## config.mk

```make
export PLATFORM = sky130hd
export DESIGN_NAME = xfer_seq_top
export DESIGN_NICKNAME = d
export VERILOG_FILES = /design/src/rtl/xfer_pkg.sv /design/src/rtl/xfer_step_ctrl.sv /design/src/rtl/xfer_regfile.sv /design/src/rtl/xfer_seq_top.sv
export SDC_FILE = /design/constraint.sdc
export NUM_CORES = 1
export LEC_CHECK = 0
export ABC_AREA = 1
export BUFFER_PORTS_ARGS = -buffer_cell sky130_fd_sc_hd__buf_2
export CAP_MARGIN = 15
export CORE_ASPECT_RATIO = 2
export CORE_MARGIN = 2
export CORE_UTILIZATION = 41
export DETAILED_ROUTE_END_ITERATION = 10
export PLACE_DENSITY = 0.62
export SYNTH_ARGS = -nofsm -noshare
export SYNTH_HDL_FRONTEND = slang
export SYNTH_SLANG_ARGS = --single-unit
export TNS_END_PERCENT = 1
```

## constraint.sdc

```tcl
create_clock -name clk -period 3.6 [get_ports clk]
set_input_delay 0.36 -clock clk [delete_from_list [all_inputs] [get_ports clk]]
set_output_delay 0.36 -clock clk [all_outputs]
set_load 0.02 [all_outputs]
```

## src/rtl/xfer_pkg.sv

```systemverilog
package xfer_pkg;

    localparam int DATA_W     = 16;
    localparam int BYTE_W     = 8;
    localparam int SEL_W      = 4;
    localparam int RSEL_W     = SEL_W + 1;
    localparam int NWIDE      = 5;
    localparam int NNARROW    = 4;
    localparam int CNT_W      = 4;
    localparam int FETCH_CYC  = 2;
    localparam int STEP_CYC   = 2;
    localparam int CODE_PAIR  = 0;
    localparam int CODE_WIDE0 = 1;
    localparam int CODE_NAR0  = 8;
    localparam int HI_W       = DATA_W - BYTE_W;

    localparam logic [RSEL_W-1:0] RS_SCRATCH = {1'b1, {SEL_W{1'b0}}};

    typedef struct packed {
        logic [NWIDE-1:0][DATA_W-1:0]   wide;
        logic [NNARROW-1:0][BYTE_W-1:0] narrow;
        logic [DATA_W-1:0]              scratch;
    } rf_t;

    typedef struct packed {
        logic             busy;
        logic [CNT_W-1:0] cnt;
        logic             exg;
        logic             fast;
        logic [SEL_W-1:0] a;
        logic [SEL_W-1:0] b;
    } ctrl_t;

    function automatic logic [CNT_W-1:0] cyc_total(logic exg, logic fast);
        int steps;
        steps = exg ? 3 : 2;
        if (fast) steps = steps - 1;
        return CNT_W'(FETCH_CYC + STEP_CYC * steps);
    endfunction

    function automatic logic [DATA_W-1:0] rf_read(rf_t s, logic [RSEL_W-1:0] sel);
        logic [DATA_W-1:0] r;
        r = '1;
        if (sel[SEL_W]) begin
            r = s.scratch;
        end else if (sel[SEL_W-1:0] == SEL_W'(CODE_PAIR)) begin
            r = {s.narrow[0], s.narrow[1]};
        end else begin
            for (int i = 0; i < NWIDE; i++)
                if (sel[SEL_W-1:0] == SEL_W'(CODE_WIDE0 + i)) r = s.wide[i];
            for (int i = 0; i < NNARROW; i++)
                if (sel[SEL_W-1:0] == SEL_W'(CODE_NAR0 + i)) r = {{HI_W{1'b1}}, s.narrow[i]};
        end
        return r;
    endfunction

    function automatic rf_t rf_write(rf_t s, logic [RSEL_W-1:0] sel, logic [DATA_W-1:0] v);
        rf_t r;
        r = s;
        if (sel[SEL_W]) begin
            r.scratch = v;
        end else if (sel[SEL_W-1:0] == SEL_W'(CODE_PAIR)) begin
            r.narrow[0] = v[DATA_W-1:BYTE_W];
            r.narrow[1] = v[BYTE_W-1:0];
        end else begin
            for (int i = 0; i < NWIDE; i++)
                if (sel[SEL_W-1:0] == SEL_W'(CODE_WIDE0 + i)) r.wide[i] = v;
            for (int i = 0; i < NNARROW; i++)
                if (sel[SEL_W-1:0] == SEL_W'(CODE_NAR0 + i)) r.narrow[i] = v[BYTE_W-1:0];
        end
        return r;
    endfunction

endpackage

```

## src/rtl/xfer_step_ctrl.sv

```systemverilog
module xfer_step_ctrl
    import xfer_pkg::*;
(
    input  logic              clk,
    input  logic              rst,
    input  logic              start,
    input  logic              op_exg,
    input  logic              fast,
    input  logic [SEL_W-1:0]  sel_a,
    input  logic [SEL_W-1:0]  sel_b,
    output logic              busy,
    output logic              done,
    output logic [RSEL_W-1:0] rd_sel0,
    output logic [RSEL_W-1:0] wr_sel0,
    output logic              we0,
    output logic [RSEL_W-1:0] rd_sel1,
    output logic [RSEL_W-1:0] wr_sel1,
    output logic              we1
);

    ctrl_t ctl_d, ctl_q;
    logic [CNT_W-1:0] total;
    logic [CNT_W-1:0] step;
    logic             step_end;
    logic [RSEL_W-1:0] ra, rb;

    assign total    = cyc_total(ctl_q.exg, ctl_q.fast);
    assign step     = (ctl_q.cnt + CNT_W'(1)) >> 1;
    assign step_end = ctl_q.busy && !ctl_q.cnt[0];
    assign ra       = {1'b0, ctl_q.a};
    assign rb       = {1'b0, ctl_q.b};

    always_comb begin
        ctl_d = ctl_q;
        if (ctl_q.busy) begin
            if (ctl_q.cnt == total) begin
                ctl_d.busy = 1'b0;
                ctl_d.cnt  = '0;
            end else begin
                ctl_d.cnt = ctl_q.cnt + CNT_W'(1);
            end
        end else if (start) begin
            ctl_d.busy = 1'b1;
            ctl_d.cnt  = CNT_W'(1);
            ctl_d.exg  = op_exg;
            ctl_d.fast = fast;
            ctl_d.a    = sel_a;
            ctl_d.b    = sel_b;
        end
        if (rst) ctl_d = '0;
    end

    always_ff @(posedge clk) ctl_q <= ctl_d;

    always_comb begin
        rd_sel0 = RS_SCRATCH;
        wr_sel0 = RS_SCRATCH;
        rd_sel1 = RS_SCRATCH;
        wr_sel1 = RS_SCRATCH;
        we0     = 1'b0;
        we1     = 1'b0;
        case (step)
            CNT_W'(2): begin
                rd_sel0 = ra;
                wr_sel0 = (ctl_q.fast && !ctl_q.exg) ? rb : RS_SCRATCH;
                we0     = step_end;
            end
            CNT_W'(3): begin
                rd_sel0 = ctl_q.exg ? rb : RS_SCRATCH;
                wr_sel0 = ctl_q.exg ? ra : rb;
                we0     = step_end;
                if (ctl_q.exg && ctl_q.fast) begin
                    rd_sel1 = RS_SCRATCH;
                    wr_sel1 = rb;
                    we1     = step_end;
                end
            end
            CNT_W'(4): begin
                rd_sel0 = RS_SCRATCH;
                wr_sel0 = rb;
                we0     = step_end;
            end
            default: ;
        endcase
    end

    assign busy = ctl_q.busy;
    assign done = ctl_q.busy && (ctl_q.cnt == total);

endmodule

```

## src/rtl/xfer_regfile.sv

```systemverilog
module xfer_regfile
    import xfer_pkg::*;
(
    input  logic              clk,
    input  logic              rst,
    input  logic              load_en,
    input  logic [SEL_W-1:0]  load_sel,
    input  logic [DATA_W-1:0] load_data,
    input  logic [RSEL_W-1:0] rd_sel0,
    input  logic [RSEL_W-1:0] wr_sel0,
    input  logic              we0,
    input  logic [RSEL_W-1:0] rd_sel1,
    input  logic [RSEL_W-1:0] wr_sel1,
    input  logic              we1,
    input  logic [SEL_W-1:0]  peek_sel,
    output logic [DATA_W-1:0] peek_data
);

    rf_t rf_d, rf_q;
    logic [DATA_W-1:0] val0, val1;

    assign val0 = rf_read(rf_q, rd_sel0);
    assign val1 = rf_read(rf_q, rd_sel1);

    always_comb begin
        rf_d = rf_q;
        if (load_en) rf_d = rf_write(rf_d, {1'b0, load_sel}, load_data);
        if (we0)     rf_d = rf_write(rf_d, wr_sel0, val0);
        if (we1)     rf_d = rf_write(rf_d, wr_sel1, val1);
        if (rst)     rf_d = '0;
    end

    always_ff @(posedge clk) rf_q <= rf_d;

    assign peek_data = rf_read(rf_q, {1'b0, peek_sel});

endmodule

```

## src/rtl/xfer_seq_top.sv

```systemverilog
module xfer_seq_top
    import xfer_pkg::*;
(
    input  logic              clk,
    input  logic              rst,
    input  logic              start,
    input  logic              op_exg,
    input  logic              fast,
    input  logic [SEL_W-1:0]  sel_a,
    input  logic [SEL_W-1:0]  sel_b,
    input  logic              load_en,
    input  logic [SEL_W-1:0]  load_sel,
    input  logic [DATA_W-1:0] load_data,
    input  logic [SEL_W-1:0]  peek_sel,
    output logic [DATA_W-1:0] peek_data,
    output logic              busy,
    output logic              done,
    output logic [1:0]        wr_en
);

    logic [RSEL_W-1:0] rd_sel0, wr_sel0, rd_sel1, wr_sel1;
    logic              we0, we1;

    xfer_step_ctrl u_ctrl (
        .clk     (clk),
        .rst     (rst),
        .start   (start),
        .op_exg  (op_exg),
        .fast    (fast),
        .sel_a   (sel_a),
        .sel_b   (sel_b),
        .busy    (busy),
        .done    (done),
        .rd_sel0 (rd_sel0),
        .wr_sel0 (wr_sel0),
        .we0     (we0),
        .rd_sel1 (rd_sel1),
        .wr_sel1 (wr_sel1),
        .we1     (we1)
    );

    xfer_regfile u_rf (
        .clk       (clk),
        .rst       (rst),
        .load_en   (load_en),
        .load_sel  (load_sel),
        .load_data (load_data),
        .rd_sel0   (rd_sel0),
        .wr_sel0   (wr_sel0),
        .we0       (we0),
        .rd_sel1   (rd_sel1),
        .wr_sel1   (wr_sel1),
        .we1       (we1),
        .peek_sel  (peek_sel),
        .peek_data (peek_data)
    );

    assign wr_en = {we1, we0};

endmodule

```

==> Yosys cells after proc, flatten, opt, wreduce, memory -nomap -nowiden <==
Index checks and enable logic that the tools add are counted.
W data, S select, Z words.
{ "word_totals": {"latchBits": 0, "out_inout_bits": 20, "mem_bits_rw": 0, "in_bits": 38, "n_memories": 0, "mem_bits_ro": 0, "ff_bits": 143} }
{ "classes": {"n_eq_ne": 50, "n_bitwise": 1, "n_addsub": 3, "multipliers": 0, "shift": 0, "order_cmp": 0, "n_reduce_logical": 14, "n_mux": 77, "div_mod_pow": 0} }
{ "ops": {"columns": ["op", "n"], "rows": [
  ["$mux W16", 41],
  ["$mux W128", 3],
  ["$mux W96", 3],
  ["$mux W112", 2],
  ["$mux W8", 12],
  ["$eq A4 B4 Y1 const B", 20],
  ["$eq A4 B2 Y1 const B", 10],
  ["$eq A4 B3 Y1 const B", 10],
  ["$mux W5", 5],
  ["$eq A4 B1 Y1 const B", 5],
  ["$logic_not A4 Y1", 5],
  ["$mux W15", 1],
  ["$pmux W5 S3", 1],
  ["$pmux W5 S2", 1],
  ["$mux W4", 2],
  ["$eq A3 B2 Y1 const B", 2],
  ["$mux W1", 5],
  ["$add A3 B4 Y4 const A", 1],
  ["$add A4 B1 Y4 const B", 1],
  ["$eq A4 B4 Y1", 1],
  ["$logic_and A1 B1 Y1", 4],
  ["$eq A3 B3 Y1 const B", 1],
  ["$mux W3", 1],
  ["$reduce_or A3 Y1", 1],
  ["other kinds (6)", 7]
]} }

==> Logic depth before layout (Yosys ltp) <==
{ "logic_depth": {"depth_word": 23, "depth_mapped": 24} }

==> Modules after synthesis <==
A second synthesis with hierarchy kept.
{ "unflattened": {"hier_cells": 1999, "area_unflattened_um2": 11696.2} }
{ "by_module_without_submodules": {"columns": ["module", "cells_each", "seq_area_each_um2", "instances", "area_each_um2"], "rows": [
  ["xfer_regfile", 1838, 2562.5, 1, 10635.2],
  ["xfer_step_ctrl", 159, 300.3, 1, 1046.0],
  ["xfer_seq_top", 2, 0.0, 1, 15.0]
]} }

==> Worst setup path before layout <==
Ideal clock, no wire load.
{ "synth_timing": {"path_type": "reg2reg", "from": "reg u_ctrl.ctl_q[9] (netlist name)", "to": "reg u_rf.rf_q[30] (netlist name)", "t_required_ns": 3.468, "period_less_slack_ns": 2.533, "path_slack_ns": 1.067, "path_buffers": 2, "arrival_ns": 2.401, "path_stages_with_launch": 15, "setup_time_ns": 0.132, "path_cell_list": "dfxtp_1 -> clkbuf_1 -> inv_1 -> ha_1 -> inv_1 -> o221ai_4 -> a22oi_2 -> nand2_2 -> nor2_2 -> nand2_1 -> o31ai_1 -> inv_2 -> buf_6 -> o211ai_1 -> a21oi_1"} }
{ "synth_between": {"elab_chain_cells": 22} }
{ "synth_lines": {"columns": ["element", "line", "source"], "rows": [
  ["start, declared", "xfer_step_ctrl.sv:21", "ctrl_t ctl_d, ctl_q;"],
  ["start signal, assigned", "xfer_step_ctrl.sv:53", "always_ff @(posedge clk) ctl_q <= ctl_d;"],
  ["$mux W5", "xfer_step_ctrl.sv:69", "rd_sel0 = ctl_q.exg ? rb : RS_SCRATCH;"],
  ["$pmux W5 S2", "xfer_step_ctrl.sv:62", "case (step)"],
  ["$eq A4 B1 Y1", "xfer_pkg.sv:50", "if (sel[SEL_W-1:0] == SEL_W'(CODE_WIDE0 + i)) r = s.wide[i];"],
  ["$mux W16 (5 in a row)", "xfer_pkg.sv:50", null],
  ["$mux W16 (4 in a row)", "xfer_pkg.sv:52", "if (sel[SEL_W-1:0] == SEL_W'(CODE_NAR0 + i)) r = {{HI_W{1'b1}}, s.narrow[i]};"],
  ["$mux W16", "xfer_pkg.sv:46", "end else if (sel[SEL_W-1:0] == SEL_W'(CODE_PAIR)) begin"],
  ["$mux W16", "xfer_pkg.sv:44", "if (sel[SEL_W]) begin"],
  ["$mux W8", "xfer_pkg.sv:69", "if (sel[SEL_W-1:0] == SEL_W'(CODE_NAR0 + i)) r.narrow[i] = v[BYTE_W-1:0];"],
  ["$mux W16", "xfer_pkg.sv:62", "end else if (sel[SEL_W-1:0] == SEL_W'(CODE_PAIR)) begin"],
  ["$mux W112", "xfer_pkg.sv:60", "if (sel[SEL_W]) begin"],
  ["$mux W128", "xfer_regfile.sv:28", "if (we0) rf_d = rf_write(rf_d, wr_sel0, val0);"],
  ["$mux W8", "xfer_pkg.sv:69", null],
  ["$mux W16", "xfer_pkg.sv:62", null],
  ["$mux W112", "xfer_pkg.sv:60", null],
  ["$mux W128 (*)", "xfer_regfile.sv:29", "if (we1) rf_d = rf_write(rf_d, wr_sel1, val1);"],
  ["end signal, assigned", "xfer_regfile.sv:33", "always_ff @(posedge clk) rf_q <= rf_d;"],
  ["end, declared", "xfer_regfile.sv:19", "rf_t rf_d, rf_q;"]
]} }
Every way passes the cells marked *; elsewhere a longest branch is shown, timed or not.
A chain may end at the register's enable or synchronous reset.

==> Worst setup path in the final report <==
{ "layout_timing": {"from": "reg u_ctrl.ctl_q[11] (netlist name)", "to": "reg u_rf.rf_q[22] (netlist name)"} }
{ "layout_between": {"elab_chain_cells": 23} }
{ "layout_lines": {"columns": ["element", "line", "source"], "rows": [
  ["$add A4 B1 Y4 (*)", "xfer_step_ctrl.sv:28", "assign step = (ctl_q.cnt + CNT_W'(1)) >> 1;"],
  ["$eq A3 B2 Y1", "xfer_step_ctrl.sv:62", null],
  ["$pmux W5 S2", "xfer_step_ctrl.sv:62", null],
  ["$eq A4 B1 Y1", "xfer_pkg.sv:50", null],
  ["$mux W16 (5 in a row)", "xfer_pkg.sv:50", null],
  ["$mux W16 (4 in a row)", "xfer_pkg.sv:52", null],
  ["$mux W16", "xfer_pkg.sv:46", null],
  ["$mux W16", "xfer_pkg.sv:44", null],
  ["$mux W8", "xfer_pkg.sv:69", null],
  ["$mux W16", "xfer_pkg.sv:62", null],
  ["$mux W112", "xfer_pkg.sv:60", null],
  ["$mux W128", "xfer_regfile.sv:28", null],
  ["$mux W8", "xfer_pkg.sv:69", null],
  ["$mux W16", "xfer_pkg.sv:62", null],
  ["$mux W112", "xfer_pkg.sv:60", null],
  ["$mux W128 (*)", "xfer_regfile.sv:29", null]
]} }
Marked as above.

==> flow_metrics.tcl <==
set metrics [dict create \
    totalPowerFinal_w 0.00402 \
    p_leak_nw 4.76 \
    rows 83 \
    r2r_cells 21 \
    fin_tns_setup_ps 0 \
    fp.dieH_um 232 \
    grtUsageTotal_pct 35.9 \
    cts_root_buf "clkbuf_16" \
    max_cap_violations 0 \
    end_kind "register" \
    port_buffers 57 \
    final-hold-violation-count 0 \
    ys_seq_elements 143 \
    r2r_end "u_rf.rf_q[22]$_SDFF_PP0_" \
    grt_pass1_vias 12051 \
    vias 12645 \
    yosysSeqAreaShare_pct 27.0 \
    power_density_nw_per_um2 340 \
    drt_wl_total_um 49600 \
    synth_cells 1692 \
    clkTransAtPathRegs_ps 70 \
    fmax_mhz 298 \
    avgSynthCellArea_um2 6.27 \
    dr.pass1.iters 6 \
    area_growth_pct 11.4 \
    fin_crit_ps 3360 \
    p_clk_share_pct 46.6 \
    comb_power_share_pct 11.9 \
    die_w_um 118 \
    die_area_um2 27300 \
    synth_edf_count 0 \
    ir_worst_vdd_mv 0.322 \
    clkSinkCount 143 \
    synth_area_um2 10600 \
    power.internal_w 0.00284 \
    worstMarginPinSlew_ps 798 \
    whs_ps 155 \
    finalMaxSlewViolations 0 \
    worstPathRequired_ps 3960 \
    gp_congestion 1.02 \
    ios 58 \
    fill_cells 2757 \
    cp-start-kind "register" \
    outcome "finished, final reports clean" \
    hp-class "in2reg" \
    ant_nets 0 \
    post-route-drc-count 0 \
    final_cell_area_um2 11800 \
    grt_start_max_net_pins 60 \
    syn-num-nets 1734 \
    switching_share_pct 29.3 \
    whs_endpoint "u_ctrl.ctl_q[6]$_SDFFE_PP0P_" \
    yosysUniqueCellTypes 53 \
    antenna_found_initial 0 \
    holdPathStages 3 \
    cts_tree "built" \
    ff2ff_setup_slack_ps 240 \
    grt_pass1_wl_um 72700 \
    overflow 0 \
    routedWlPerCell_um 24.0 \
    cts_buffers 17 \
    start_util_pct 41.6 \
    skew_ps 12.0 \
    vias_per_cell 6.12 \
    design.core.area_um2 25500 \
    dp_hpwl_um 36600 \
    placed_area_um2 11200 \
    rsz0062_at_grt "no" \
    cts_buffer_depth 2 \
    antennaDiodeCount 0 \
    power.share.sequential_pct 41.4 \
    relSlewSlack_pct 46.6 \
    critical_path_arrival_ps 3730 \
    async_flop_share_pct 0 \
    min-delay-start "sel_a[2]" \
    ys_warn_count 0 \
    switchingPower_w 0.00118 \
    setup_viol 0 \
    cts_max_level 4 \
    worstSetupPathType "reg2reg" \
    drt_iter0_markers 1445 \
    finalCritPeriodShare_pct 93.4 \
    drive_gt1_share_pct 13.5 \
    worstSkewPairLatency_ps 460 \
    finalNetCount 1756 \
    cp_max_fo 21 \
    reg2reg_from "u_ctrl.ctl_q[11]$_SDFFE_PP0P_" \
    synth-main-ff-cell "dfxtp_1" \
]
metrics by stage:
| stage | cells | util (%) | setup WS (ps) |
|---|---|---|---|
| 4_1_cts | 2067 | 46.3 | 335 |
| 5_1_grt | 2067 | 46.3 | 71.9 |
| 3_3_place_gp | 2035 | 43.9 | 358 |
| 3_5_place_dp | 2035 | 43.9 | 355 |
| 6_report | 2067 | 46.3 | 239 |
| 2_1_floorplan | 1692 | - | 1070 |
logic make-up after synthesis:
group	after synthesis	share of synthesized area [%]
buffers and inverters	292	11.2
adders and majority gates	4	0.471
DFF	143	27.0
and+or+nand+nor	571	23.9
AOI/OAI and AO/OA	658	35.2
muxes	24	2.26
cells in the mapped netlist (3+ instances only):
master | n | area [um2]
a21oi_1 | 246 | 1230
o22ai_2 | 3 | 37.5
nor2_4 | 10 | 113
o21ai_0 | 217 | 1090
or2_2 | 7 | 43.8
o221ai_1 | 7 | 61.3
nand3_1 | 35 | 175
clkbuf_1 | 70 | 263
inv_1 | 171 | 642
o21ai_1 | 48 | 240
buf_1 | 4 | 15.0
dfxtp_1 | 143 | 2860
buf_2 | 13 | 65.1
o22ai_1 | 39 | 244
nand3b_1 | 5 | 37.5
ha_1 | 4 | 50.1
nand2_2 | 16 | 100
inv_2 | 20 | 75.1
a22oi_1 | 16 | 120
nand3_2 | 6 | 60.1
nand2_1 | 353 | 1330
a221oi_2 | 4 | 60.1
nor2_1 | 104 | 390
o211ai_1 | 46 | 345
nand4_1 | 8 | 50.1
mux2i_1 | 24 | 240
a221oi_1 | 11 | 96.3
nor2_2 | 6 | 37.5
nand2_4 | 6 | 67.6
o21ai_2 | 7 | 61.3
nor3_1 | 6 | 30.0
buf_6 | 6 | 67.6
a21boi_1 | 3 | 22.5
critical path, stage by stage, from the launching register on:
cell	delay [ps]
dfxtp_1	420
ha_1	200
inv_1	50
nand2_2	90
nand2_4	90
nor2_4	170
nand3_1	110
nand2_2	190
inv_2	80
nand2_4	110
nor2_4	50
inv_2	340
nor2_1	80
nor2_1	250
nand4_1	130
nand2_1	80
nand4_1	210
nand3_1	190
nand2_1	70
nand2_1	60
nand2_1	50
a21oi_1	210
layout make-up:
type                       count  area (um2)  share of cell area [%]
clock buffer                  19         453                    3.83
clock inverter                13         151                    1.28
inverter                     195         737                    6.23
multi-input combinational   1257        6580                    55.6
sequential                   143        2860                    24.2
tap                          340         425                    3.60
timing repair buffer         100         623                    5.27
metal layers:
metal | routed length (um) | vias up | GRT usage, %
met5 | 0 | - | 0
met2 | 24200 | 766 | 62.4
li1 | - | 5810 | -
met3 | 3250 | 296 | 5.76
met4 | 5370 | 0 | 34.2
met1 | 16700 | 5773 | 35.9
power groups by stage:
stage          clock network [W]  registers, W  logic, W
6_report                 0.00187       0.00167  0.000480
2_1_floorplan                  0       0.00168  0.000297
3_5_place_dp                   0       0.00170  0.000471
4_1_cts                  0.00188       0.00166  0.000472
3_3_place_gp                   0       0.00170  0.000467
5_1_grt                  0.00196       0.00167  0.000518
cells in the final DEF (no fill, tap or decap), drive strengths merged:
| master | netlist | layout |
|---|---|---|
| nand2 | 375 | 375 |
| dfxtp | 143 | 143 |
| bufinv | 0 | 2 |
| mux2i | 24 | 24 |
| o32ai | 2 | 2 |
| o211ai | 46 | 46 |
| nor2 | 122 | 122 |
| a22oi | 18 | 18 |
| o22ai | 42 | 42 |
| clkinv | 2 | 6 |
| a21boi | 3 | 3 |
| ha | 4 | 4 |
| a221oi | 15 | 15 |
| clkbuf | 70 | 19 |
| nand4 | 8 | 8 |
| inv | 193 | 197 |
| a211oi | 2 | 2 |
| nand3 | 41 | 41 |
| or2 | 9 | 9 |
| o221ai | 8 | 8 |
| and2 | 1 | 1 |
| buf | 26 | 100 |
| a21oi | 247 | 247 |
| clkinvlp | 0 | 3 |
| nand3b | 6 | 6 |
| nor4 | 2 | 2 |
| o31ai | 1 | 1 |
| nor3 | 7 | 7 |
| o21ai | 274 | 274 |
worst max path at each step:
| stage | from | to | depth (start not counted) |
|---|---|---|---|
| 6_report | u_ctrl.ctl_q[11]$_SDFFE_PP0P_ | u_rf.rf_q[22]$_SDFF_PP0_ | 21 |
| 5_1_grt | u_ctrl.ctl_q[11]$_SDFFE_PP0P_ | u_rf.rf_q[30]$_SDFF_PP0_ | 19 |
| 4_1_cts | u_ctrl.ctl_q[11]$_SDFFE_PP0P_ | u_rf.rf_q[22]$_SDFF_PP0_ | 17 |
| 3_5_place_dp | u_ctrl.ctl_q[11]$_SDFFE_PP0P_ | u_rf.rf_q[22]$_SDFF_PP0_ | 17 |
| 3_3_place_gp | u_ctrl.ctl_q[10]$_SDFFE_PP0P_ | u_rf.rf_q[22]$_SDFF_PP0_ | 17 |
| 2_1_floorplan | u_ctrl.ctl_q[9]$_SDFFE_PP0P_ | u_rf.rf_q[30]$_SDFF_PP0_ | 14 |
state kept, by name, indices dropped and copies added (netlist names):
register      count
u_ctrl.ctl_q     14
u_rf.rf_q       128
u_ctrl.busy       1
what timing repair did:
item                                    CTS  global route
endpoints found under the setup margin    0             1
gates resized for setup                   0             1
hold buffers                              0             0
setup buffers                             0             0
No activity file was read; power rests on OpenSTA's default activity.
